--- src/rtl/opmem_pkg.sv ---
package opmem_pkg;

   // width of an index over n items, never below one bit
   function automatic int idx_w(input int n);
      return (n > 1) ? $clog2(n) : 1;
   endfunction

   // who drives a bank's second port in the current cycle
   typedef enum logic [1:0] {
      PB_HOST = 2'd0,
      PB_ALU  = 2'd1,
      PB_CPRD = 2'd2,
      PB_CPWR = 2'd3
   } pb_owner_e;

endpackage

--- src/rtl/opmem_bank.sv ---
module opmem_bank #(
   parameter int DW     = 16,
   parameter int AW     = 4,
   parameter bit A_WINS = 1'b1,
   localparam int DEPTH = 1 << AW
) (
   input  logic          clk,
   input  logic          rst_n,
   input  logic          a_en,
   input  logic          a_we,
   input  logic [AW-1:0] a_addr,
   input  logic [DW-1:0] a_wd,
   output logic [DW-1:0] a_rd,
   input  logic          b_en,
   input  logic          b_we,
   input  logic [AW-1:0] b_addr,
   input  logic [DW-1:0] b_wd,
   output logic [DW-1:0] b_rd
);

   logic [DW-1:0] mem [DEPTH];

   // write order picks the winner of a same-address collision
   generate
      if (A_WINS) begin : g_a_last
         always_ff @(posedge clk) begin
            if (b_en && b_we) mem[b_addr] <= b_wd;
            if (a_en && a_we) mem[a_addr] <= a_wd;
         end
      end else begin : g_b_last
         always_ff @(posedge clk) begin
            if (a_en && a_we) mem[a_addr] <= a_wd;
            if (b_en && b_we) mem[b_addr] <= b_wd;
         end
      end
   endgenerate

   // one-cycle registered reads, old data on a same-cycle write
   always_ff @(posedge clk or negedge rst_n) begin
      if (!rst_n) begin
         a_rd <= '0;
         b_rd <= '0;
      end else begin
         if (a_en) a_rd <= mem[a_addr];
         if (b_en) b_rd <= mem[b_addr];
      end
   end

endmodule

--- src/rtl/opmem_owner.sv ---
module opmem_owner import opmem_pkg::*; #(
   parameter int NBANK = 3,
   parameter int AW    = 4,
   localparam int BW   = idx_w(NBANK)
) (
   input  logic             clk,
   input  logic             rst_n,
   input  logic             busy_req,
   input  logic             host_en,
   input  logic             host_we,
   input  logic [BW+AW-1:0] host_addr,
   input  logic             cp_active,
   input  logic             cp_accept,
   output logic             busy,
   output logic             host_go,
   output logic [BW-1:0]    host_bank,
   output logic [BW-1:0]    host_bank_q,
   output logic             host_rvalid,
   output logic             host_err
);

   logic bank_ok;

   assign host_bank = host_addr[AW +: BW];
   assign bank_ok   = int'(host_bank) < NBANK;
   assign host_go   = host_en && !busy && bank_ok;

   always_ff @(posedge clk or negedge rst_n) begin
      if (!rst_n) begin
         busy        <= 1'b0;
         host_err    <= 1'b0;
         host_rvalid <= 1'b0;
         host_bank_q <= '0;
      end else begin
         // ownership moves only between host transactions, never mid-copy
         if (!host_go) busy <= (cp_active || cp_accept) ? 1'b1 : busy_req;
         // dropped host requests leave a sticky mark
         if (host_en && (busy || !bank_ok)) host_err <= 1'b1;
         host_rvalid <= host_go && !host_we;
         if (host_go) host_bank_q <= host_bank;
      end
   end

endmodule

--- src/rtl/opmem_copy_eng.sv ---
module opmem_copy_eng import opmem_pkg::*; #(
   parameter int NBANK = 3,
   parameter int DW    = 16,
   parameter int AW    = 4,
   localparam int BW   = idx_w(NBANK)
) (
   input  logic               clk,
   input  logic               rst_n,
   input  logic               arm,
   input  logic               start,
   input  logic [BW-1:0]      src,
   input  logic [BW-1:0]      dst,
   input  logic [AW-1:0]      off,
   input  logic [AW:0]        cnt,
   input  logic [NBANK*DW-1:0] pb_rdata,
   output logic               accept,
   output logic               active,
   output logic               done,
   output logic [BW-1:0]      src_q,
   output logic [BW-1:0]      dst_q,
   output logic               rd_en,
   output logic [AW-1:0]      rd_addr,
   output logic               wr_en,
   output logic [AW-1:0]      wr_addr,
   output logic [DW-1:0]      wr_data
);

   logic [AW:0] left_q;

   // malformed or untimely commands fall through
   assign accept = start && arm && !active && (cnt != '0) && (src != dst)
                   && (int'(src) < NBANK) && (int'(dst) < NBANK);
   assign rd_en   = active && (left_q != '0);
   assign wr_data = pb_rdata[int'(src_q)*DW +: DW];

   always_ff @(posedge clk or negedge rst_n) begin
      if (!rst_n) begin
         active  <= 1'b0;
         done    <= 1'b0;
         left_q  <= '0;
         rd_addr <= '0;
         wr_addr <= '0;
         wr_en   <= 1'b0;
         src_q   <= '0;
         dst_q   <= '0;
      end else begin
         done <= 1'b0;
         if (accept) begin
            active  <= 1'b1;
            left_q  <= cnt;
            rd_addr <= off;
            src_q   <= src;
            dst_q   <= dst;
            wr_en   <= 1'b0;
         end else if (active) begin
            // read word k, write it one cycle later
            wr_en <= rd_en;
            if (rd_en) begin
               rd_addr <= rd_addr + 1'b1;
               left_q  <= left_q - 1'b1;
               wr_addr <= rd_addr;
            end
            // last write retires: release and pulse
            if (wr_en && !rd_en) begin
               active <= 1'b0;
               done   <= 1'b1;
            end
         end
      end
   end

endmodule

--- src/rtl/opmem_banked.sv ---
module opmem_banked import opmem_pkg::*; #(
   parameter int NBANK  = 3,
   parameter int DW     = 16,
   parameter int AW     = 4,
   parameter bit A_WINS = 1'b1,
   localparam int BW    = idx_w(NBANK)
) (
   input  logic                clk,
   input  logic                rst_n,
   input  logic [NBANK-1:0]    mul_en,
   input  logic [NBANK-1:0]    mul_we,
   input  logic [NBANK*AW-1:0] mul_addr,
   input  logic [NBANK*DW-1:0] mul_wdata,
   output logic [NBANK*DW-1:0] mul_rdata,
   input  logic                busy_req,
   output logic                busy,
   input  logic                host_en,
   input  logic                host_we,
   input  logic [BW+AW-1:0]    host_addr,
   input  logic [DW-1:0]       host_wdata,
   output logic [DW-1:0]       host_rdata,
   output logic                host_rvalid,
   output logic                host_err,
   input  logic [NBANK-1:0]    alu_en,
   input  logic [NBANK-1:0]    alu_we,
   input  logic [NBANK*AW-1:0] alu_addr,
   input  logic [NBANK*DW-1:0] alu_wdata,
   output logic [NBANK*DW-1:0] alu_rdata,
   input  logic                copy_start,
   input  logic [BW-1:0]       copy_src,
   input  logic [BW-1:0]       copy_dst,
   input  logic [AW-1:0]       copy_off,
   input  logic [AW:0]         copy_cnt,
   output logic                copy_busy,
   output logic                copy_done
);

   initial begin : elab_chk
      assert (NBANK >= 2 && NBANK <= 16) else $fatal(1, "NBANK out of range");
      assert (DW >= 1 && DW <= 1024) else $fatal(1, "DW out of range");
      assert (AW >= 1 && AW <= 12) else $fatal(1, "AW out of range");
   end

   logic          host_go;
   logic [BW-1:0] host_bank, host_bank_q;
   logic          cp_accept, cp_active, cp_rd_en, cp_wr_en;
   logic [BW-1:0] cp_src, cp_dst;
   logic [AW-1:0] cp_rd_addr, cp_wr_addr;
   logic [DW-1:0] cp_wr_data;

   opmem_owner #(.NBANK(NBANK), .AW(AW)) u_owner (
      .clk        (clk),
      .rst_n      (rst_n),
      .busy_req   (busy_req),
      .host_en    (host_en),
      .host_we    (host_we),
      .host_addr  (host_addr),
      .cp_active  (cp_active),
      .cp_accept  (cp_accept),
      .busy       (busy),
      .host_go    (host_go),
      .host_bank  (host_bank),
      .host_bank_q(host_bank_q),
      .host_rvalid(host_rvalid),
      .host_err   (host_err)
   );

   opmem_copy_eng #(.NBANK(NBANK), .DW(DW), .AW(AW)) u_copy (
      .clk     (clk),
      .rst_n   (rst_n),
      .arm     (busy),
      .start   (copy_start),
      .src     (copy_src),
      .dst     (copy_dst),
      .off     (copy_off),
      .cnt     (copy_cnt),
      .pb_rdata(alu_rdata),
      .accept  (cp_accept),
      .active  (cp_active),
      .done    (copy_done),
      .src_q   (cp_src),
      .dst_q   (cp_dst),
      .rd_en   (cp_rd_en),
      .rd_addr (cp_rd_addr),
      .wr_en   (cp_wr_en),
      .wr_addr (cp_wr_addr),
      .wr_data (cp_wr_data)
   );

   assign copy_busy  = cp_active;
   assign host_rdata = alu_rdata[int'(host_bank_q)*DW +: DW];

   generate
      for (genvar i = 0; i < NBANK; i++) begin : g_bank
         pb_owner_e     own;
         logic          pb_en, pb_we;
         logic [AW-1:0] pb_addr;
         logic [DW-1:0] pb_wd;

         // second-port owner: host when idle, else copy engine on its two banks, else arithmetic unit
         always_comb begin
            if (!busy)                                 own = PB_HOST;
            else if (cp_active && int'(cp_src) == i)   own = PB_CPRD;
            else if (cp_active && int'(cp_dst) == i)   own = PB_CPWR;
            else                                       own = PB_ALU;
         end

         always_comb begin
            pb_en   = 1'b0;
            pb_we   = 1'b0;
            pb_addr = '0;
            pb_wd   = '0;
            unique case (own)
               PB_HOST: begin
                  pb_en   = host_go && (int'(host_bank) == i);
                  pb_we   = host_we;
                  pb_addr = host_addr[AW-1:0];
                  pb_wd   = host_wdata;
               end
               PB_CPRD: begin
                  pb_en   = cp_rd_en;
                  pb_addr = cp_rd_addr;
               end
               PB_CPWR: begin
                  pb_en   = cp_wr_en;
                  pb_we   = 1'b1;
                  pb_addr = cp_wr_addr;
                  pb_wd   = cp_wr_data;
               end
               default: begin
                  pb_en   = alu_en[i];
                  pb_we   = alu_we[i];
                  pb_addr = alu_addr[i*AW +: AW];
                  pb_wd   = alu_wdata[i*DW +: DW];
               end
            endcase
         end

         // port A: private, unregistered path to multiplier i
         opmem_bank #(.DW(DW), .AW(AW), .A_WINS(A_WINS)) u_bank (
            .clk   (clk),
            .rst_n (rst_n),
            .a_en  (mul_en[i]),
            .a_we  (mul_we[i]),
            .a_addr(mul_addr[i*AW +: AW]),
            .a_wd  (mul_wdata[i*DW +: DW]),
            .a_rd  (mul_rdata[i*DW +: DW]),
            .b_en  (pb_en),
            .b_we  (pb_we),
            .b_addr(pb_addr),
            .b_wd  (pb_wd),
            .b_rd  (alu_rdata[i*DW +: DW])
         );
      end
   endgenerate

endmodule

--- config.mk ---
export PLATFORM = sky130hd
export DESIGN_NAME = opmem_banked
export DESIGN_NICKNAME = d
export VERILOG_FILES = /design/src/rtl/opmem_pkg.sv /design/src/rtl/opmem_bank.sv /design/src/rtl/opmem_owner.sv /design/src/rtl/opmem_copy_eng.sv /design/src/rtl/opmem_banked.sv
export SDC_FILE = /design/constraint.sdc
export NUM_CORES = 2
export LEC_CHECK = 0
export CELL_PAD_IN_SITES_DETAIL_PLACEMENT = 1
export CELL_PAD_IN_SITES_GLOBAL_PLACEMENT = 1
export CORE_ASPECT_RATIO = 0.75
export CORE_MARGIN = 1.5
export CORE_UTILIZATION = 26
export DETAILED_ROUTE_END_ITERATION = 10
export PLACE_DENSITY_LB_ADDON = 0.2
export SYNTH_ARGS = -nofsm -noshare
export SYNTH_HDL_FRONTEND = slang
export SYNTH_SLANG_ARGS = --single-unit
--- constraint.sdc ---
create_clock -name clk -period 5.5 [get_ports clk]
set_clock_uncertainty 0.2 [all_clocks]
set_input_delay 0.55 -clock clk [delete_from_list [all_inputs] [get_ports clk]]
set_output_delay 0.55 -clock clk [all_outputs]
set_load 0.01 [all_outputs]
Yosys cells after proc, flatten, opt, wreduce, memory -nomap -nowiden
Memories as Yosys holds them, arrays and structs flattened. A register that Yosys moved wholly into a read port is not among the register bits.
Index checks and enable logic that the tools add are counted.
{ "word_totals": {"inputBits": 173, "out_inout_bits": 117, "reg_bits": 25, "ram_bits": 768, "wordCells": 136, "mem_bits_ro": 0, "n_memories": 3, "latch_bits": 0} }
{ "memory_table": {"columns": ["name", "depth", "width", "rd", "rd_clocked_by_memory_dff", "write_ports", "line", "source"], "rows": [
  ["g_bank[0].u_bank.mem", 16, 16, 2, 2, 2, "opmem_bank.sv:21", "logic [DW-1:0] mem [DEPTH];"],
  ["g_bank[1].u_bank.mem", 16, 16, 2, 2, 2, "opmem_bank.sv:21", null],
  ["g_bank[2].u_bank.mem", 16, 16, 2, 2, 2, "opmem_bank.sv:21", null]
]} }
{ "classes": {"n_div": 0, "muxes": 48, "n_eq_ne": 13, "reduce_logical": 52, "magnitude_cmp": 3, "bitwise": 1, "shift": 2, "n_mul": 0, "addsub": 2} }
{ "op_table": {"columns": ["cell", "count"], "rows": [
  ["$pmux W16 S3", 3],
  ["$shiftx A48 B7 Y16", 2],
  ["$pmux W4 S3", 3],
  ["$logic_and A1 B1 Y1", 27],
  ["$eq A2 B2 Y1 const B", 12],
  ["$mux W1", 21],
  ["$mux W2", 9],
  ["$pmux W1 S3", 6],
  ["$mux W5", 3],
  ["$logic_not A2 Y1", 6],
  ["$mux W4", 3],
  ["$logic_not A1 Y1", 11],
  ["$reduce_bool A5 Y1", 2],
  ["$lt A2 B2 Y1 const B", 3],
  ["$sub A5 B1 Y5 const B", 1],
  ["$add A4 B1 Y4 const B", 1],
  ["$reduce_bool A2 Y1", 2],
  ["$reduce_and A3 Y1", 1],
  ["$logic_or A1 B1 Y1", 2],
  ["$ne A2 B2 Y1", 1],
  ["$reduce_and A2 Y1", 1],
  ["$not A1 Y1", 1]
]} }

Longest topological paths before layout
{ "logic_depth": {"ltp_word": 10, "depth_mapped": 12} }

By module
A second synthesis with hierarchy kept.
{ "unflattened": {"hier_cells": 3800, "hier_area_um2": 52658.0} }
{ "by_module_without_submodules": {"columns": ["module", "area_per_inst_um2", "instances", "cells_per_inst", "seq_area_each_um2"], "rows": [
  ["opmem_bank (g_bank[1].u_bank ...)", 16379.5, 2, 1122, 8488.1],
  ["opmem_bank (g_bank[0].u_bank)", 16373.2, 1, 1120, 8488.1],
  ["opmem_banked", 1960.6, 1, 281, 0.0],
  ["opmem_copy_eng", 1358.8, 1, 139, 500.5],
  ["opmem_owner", 206.4, 1, 16, 125.1]
]} }

Least setup slack after synthesis
Ideal clock, no wire load.
{ "synth_timing": {"path_kind": "flip-flop to flip-flop", "start": "register u_owner.busy", "end": "memory g_bank[1].u_bank.mem[12][0] (enable)", "path_stages_with_launch": 13, "required_ps": 4886, "arrival_ps": 3390, "period_less_slack_ps": 4004, "setup_slack_ps": 1496, "cell_sequence": "dfrtp_1 -> buf_4 -> inv_2 -> buf_2 -> buf_2 -> buf_2 -> clkbuf_1 -> nand2_1 -> nand2_1 -> a21oi_1 -> nor2b_1 -> nand3_1 -> o31ai_1"} }
{ "synth_rtl": {"columns": ["item", "line", "source"], "rows": [
  ["from (decl)", "opmem_owner.sv:14", "output logic busy,"],
  ["from (signal assigned)", "opmem_owner.sv:36", "if (!host_go) busy <= (cp_active || cp_accept) ? 1'b1 : busy_req;"],
  ["to (decl)", "opmem_bank.sv:21", null]
]} }

==> flow_summary.ini <==
[outcome]
status = finished, final reports clean

[critical_path]
r2r_cells = 7
required_ps = 5670
arrival_ps = 4990
critPathMaxFanout = 36
r2r_start = u_owner.busy
worstSetupEndpointType = flop
slowest_stage = a2111oi_2
cp_cell_sequence = buf_4, nand2b_1, o21ai_0, a221oi_1, a2111oi_2, nand2_1, o21ai_2
crit_type = reg2reg
slowest_delay_ps = 970
critPathLaunchType = flop
reg2reg_slack_ps = 680
r2r-end = g_bank[2].u_bank.mem[12][11]

[yosys]
synthesis.area_mm2 = 0.05430
synthArstFlopShare_pct = 13.61
synth_largest_area_cell = edfxtp_1
synth_edf_count = 768
syn_avg_cell_area_um2 = 10.09
yosysWarnings = 0
yosysTopAreaCellShare_pct = 42.47
yosysMostFrequentCell = a21oi_1
yosys-top-cells-count = a21oi_1 (903), nor2_1 (883), edfxtp_1 (768)
synth_ff_type = edfxtp_1
synth.area.top_cells = edfxtp_1 (42%), mux4_2 (11%), a21oi_1 (8.3%)
ys_types = 82
ys_ff_latch = 889
seq_area_frac_synth_pct = 48.05
syn_nets = 5559
synthCells = 5383

[sta]
tns_ps = 0
final.period_utilization_pct = 87.66
slew_violations = 0
rsz0062_at_grt = no
final.min_clock_period_ps = 4821
slew_headroom_pct = 0.5469
hold_violations = 0
fmax_mhz = 207.4
tightest_slew_ps = 1489
final-setup-viol-count = 0

[global_routing]
overflow = 0
grt_max_degree = 134
grtUsageTotal_pct = 25.96
grt_pass1_wl_mm = 389.6
grt_pass1_vias = 46896
antenna_found_initial = 26

[clock_network]
clock_latency_ps = 780
cts.sinks = 889
cts_tree = done
root_buffer = clkbuf_16
cts_made_buffers = 105
h-tree-depth = 3
clock_path_buffers = 3
clk_pin_slew_ps = 60

[drt]
drt_iter0_markers = 5958
viasPerCell = 5.830
first_pass_iters = 7
vias = 48351
drcViolationCount = 0
postRouteAntennaNets = 0
routed_wl_mm = 279.8
wl_per_cell_um = 33.74

[place]
place_congestion = 0.9203
place_area_mm2 = 0.06074
numPortBuffers = 289
hpwl_mm = 190.8

[cells_and_area]
fin_nets = 5578
synthToLayoutAreaGrowth_pct = 18.69
fillers = 23203
layout-drive-gt1-share_pct = 17.13
postLayoutCoreUtil_pct = 31.00
design_area_mm2 = 0.06444

[floorplan]
dieArea_mm2 = 0.2116
pin_count = 290
rows = 145
die_x_um = 530.7
die_y_um = 398.8
design.core.area_mm2 = 0.2079
initial_core_util_pct = 26.12

[power_and_ir_drop]
p_leak_nw = 22.15
power_density_mw_per_mm2 = 579.2
peakVddDrop_mv = 0.4211

[hold_path]
hold_class = in2async

[flow_run]
drv_cap = 0
==> per-stage QoR <==
stage          hold WS (ps)  power (mW)  worst slack [ps]  instances
6_report              63.90       37.33             678.9       8293
5_1_grt               75.56       38.79             525.0       8289
4_1_cts               44.37       37.10             741.7       8286
3_5_place_dp          259.2       29.41             724.4       8087
3_3_place_gp          251.8       29.05             766.6       8087
2_1_floorplan         54.41       20.94              1496       5383
==> power breakdown <==
group          switching [mW]  leakage [nW]  internal [mW]  total (mW)
registers                1.32          8.39           9.29        10.6
logic                    12.6          12.0           6.44        19.0
clock network            3.35          1.79           4.34        7.69
total                    17.2          22.1           20.1        37.3
==> sequential cells by signal, indices dropped and copies added, names as in the netlist <==
signal               count
u_copy.rd_addr           4
u_owner.busy             1
g_bank.u_bank.b_rd      48
u_copy.src_q             2
u_copy.done              1
u_copy.left_q            5
u_owner.host_rvalid      1
g_bank.u_bank.a_rd      48
u_copy.active            1
u_copy.wr_en             1
u_owner.host_bank_q      2
u_owner.host_err         1
u_copy.wr_addr           4
u_copy.dst_q             2
g_bank.u_bank.mem      768
==> placed cells by master (no fill, tap or decap), types with 47 or more instances in the layout <==
| master | netlist | final |
|---|---|---|
| nand2_1 | 484 | 481 |
| mux4_2 | 272 | 272 |
| mux2_2 | 82 | 82 |
| dfrtp_1 | 121 | 120 |
| o221ai_1 | 84 | 84 |
| clkdlybuf4s50_1 | 0 | 278 |
| clkbuf_16 | 0 | 107 |
| a21oi_1 | 903 | 903 |
| o21ai_0 | 206 | 160 |
| nand3_1 | 53 | 53 |
| o21ai_2 | 1 | 48 |
| a211o_1 | 98 | 98 |
| nor2_1 | 883 | 881 |
| o211ai_1 | 144 | 144 |
| edfxtp_1 | 768 | 768 |
| buf_4 | 11 | 250 |
| a221oi_1 | 58 | 47 |
| inv_1 | 90 | 89 |
==> worst max-delay path: cells and delay by family, from the launching register on <==
family	cells	cell delay [ps]
AO/OA/AOI/OAI	4	2360
buffers and inverters	1	350
flip-flops	1	710
AND/OR/NAND/NOR	2	750
==> logic make-up (layout without fill, tap and decap cells) <==
| family | after synthesis | count (layout) | synth area share (%) |
|---|---|---|---|
| compound gates | 1770 | 1770 | 20.39 |
| xor+xnor | 5 | 5 | 0.08065 |
| fa+ha+maj | 3 | 3 | 0.06914 |
| buf+inv | 719 | 829 | 5.314 |
| flops | 889 | 889 | 48.05 |
| mux | 424 | 424 | 14.32 |
| other cells | 0 | 7 | 0 |
| simple gates | 1573 | 1573 | 11.77 |
==> timing repair <==
action,CTS,global route
endpoints found under the setup margin,0,0
resized for setup,0,0
buffers inserted,0,0
hold endpoints to repair,26,0
hold buffers,1,0
==> layer usage <==
layer / track usage [%] / share of wire (%) / wire (µm)
met4: 12.32 / 5.3 / 14800
met2: 38.48 / 43 / 120700
met5: 0 / 0.048 / 133
met1: 36.40 / 44 / 122100
met3: 4.712 / 7.9 / 22060
==> worst max-delay path by stage <==
| stage | end | startpoint | slack (ps) |
|---|---|---|---|
| floorplan | g_bank[1].u_bank.mem[12][0] | u_owner.busy | 1500 |
| global placement | g_bank[2].u_bank.mem[12][6] | host_en | 770 |
| detailed placement | g_bank[2].u_bank.mem[14][6] | host_en | 720 |
| CTS | g_bank[2].u_bank.mem[14][11] | u_copy.src_q[1] | 740 |
| global route | g_bank[2].u_bank.mem[10][9] | u_copy.src_q[1] | 530 |
| finish | g_bank[2].u_bank.mem[12][11] | u_owner.busy | 680 |
==> layout make-up <==
class | count | area [µm²] | area share, %
inverter | 91 | 351.6 | 0.5456
sequential | 889 | 26090 | 40.49
antenna | 7 | 17.52 | 0.02718
clock buffer | 142 | 2939 | 4.561
timing repair buffer | 540 | 4838 | 7.508
multi-input combinational | 3775 | 25970 | 40.30
tap | 2793 | 3495 | 5.423
clock inverter | 56 | 738.2 | 1.145
(Power assumes the default switching activity.)
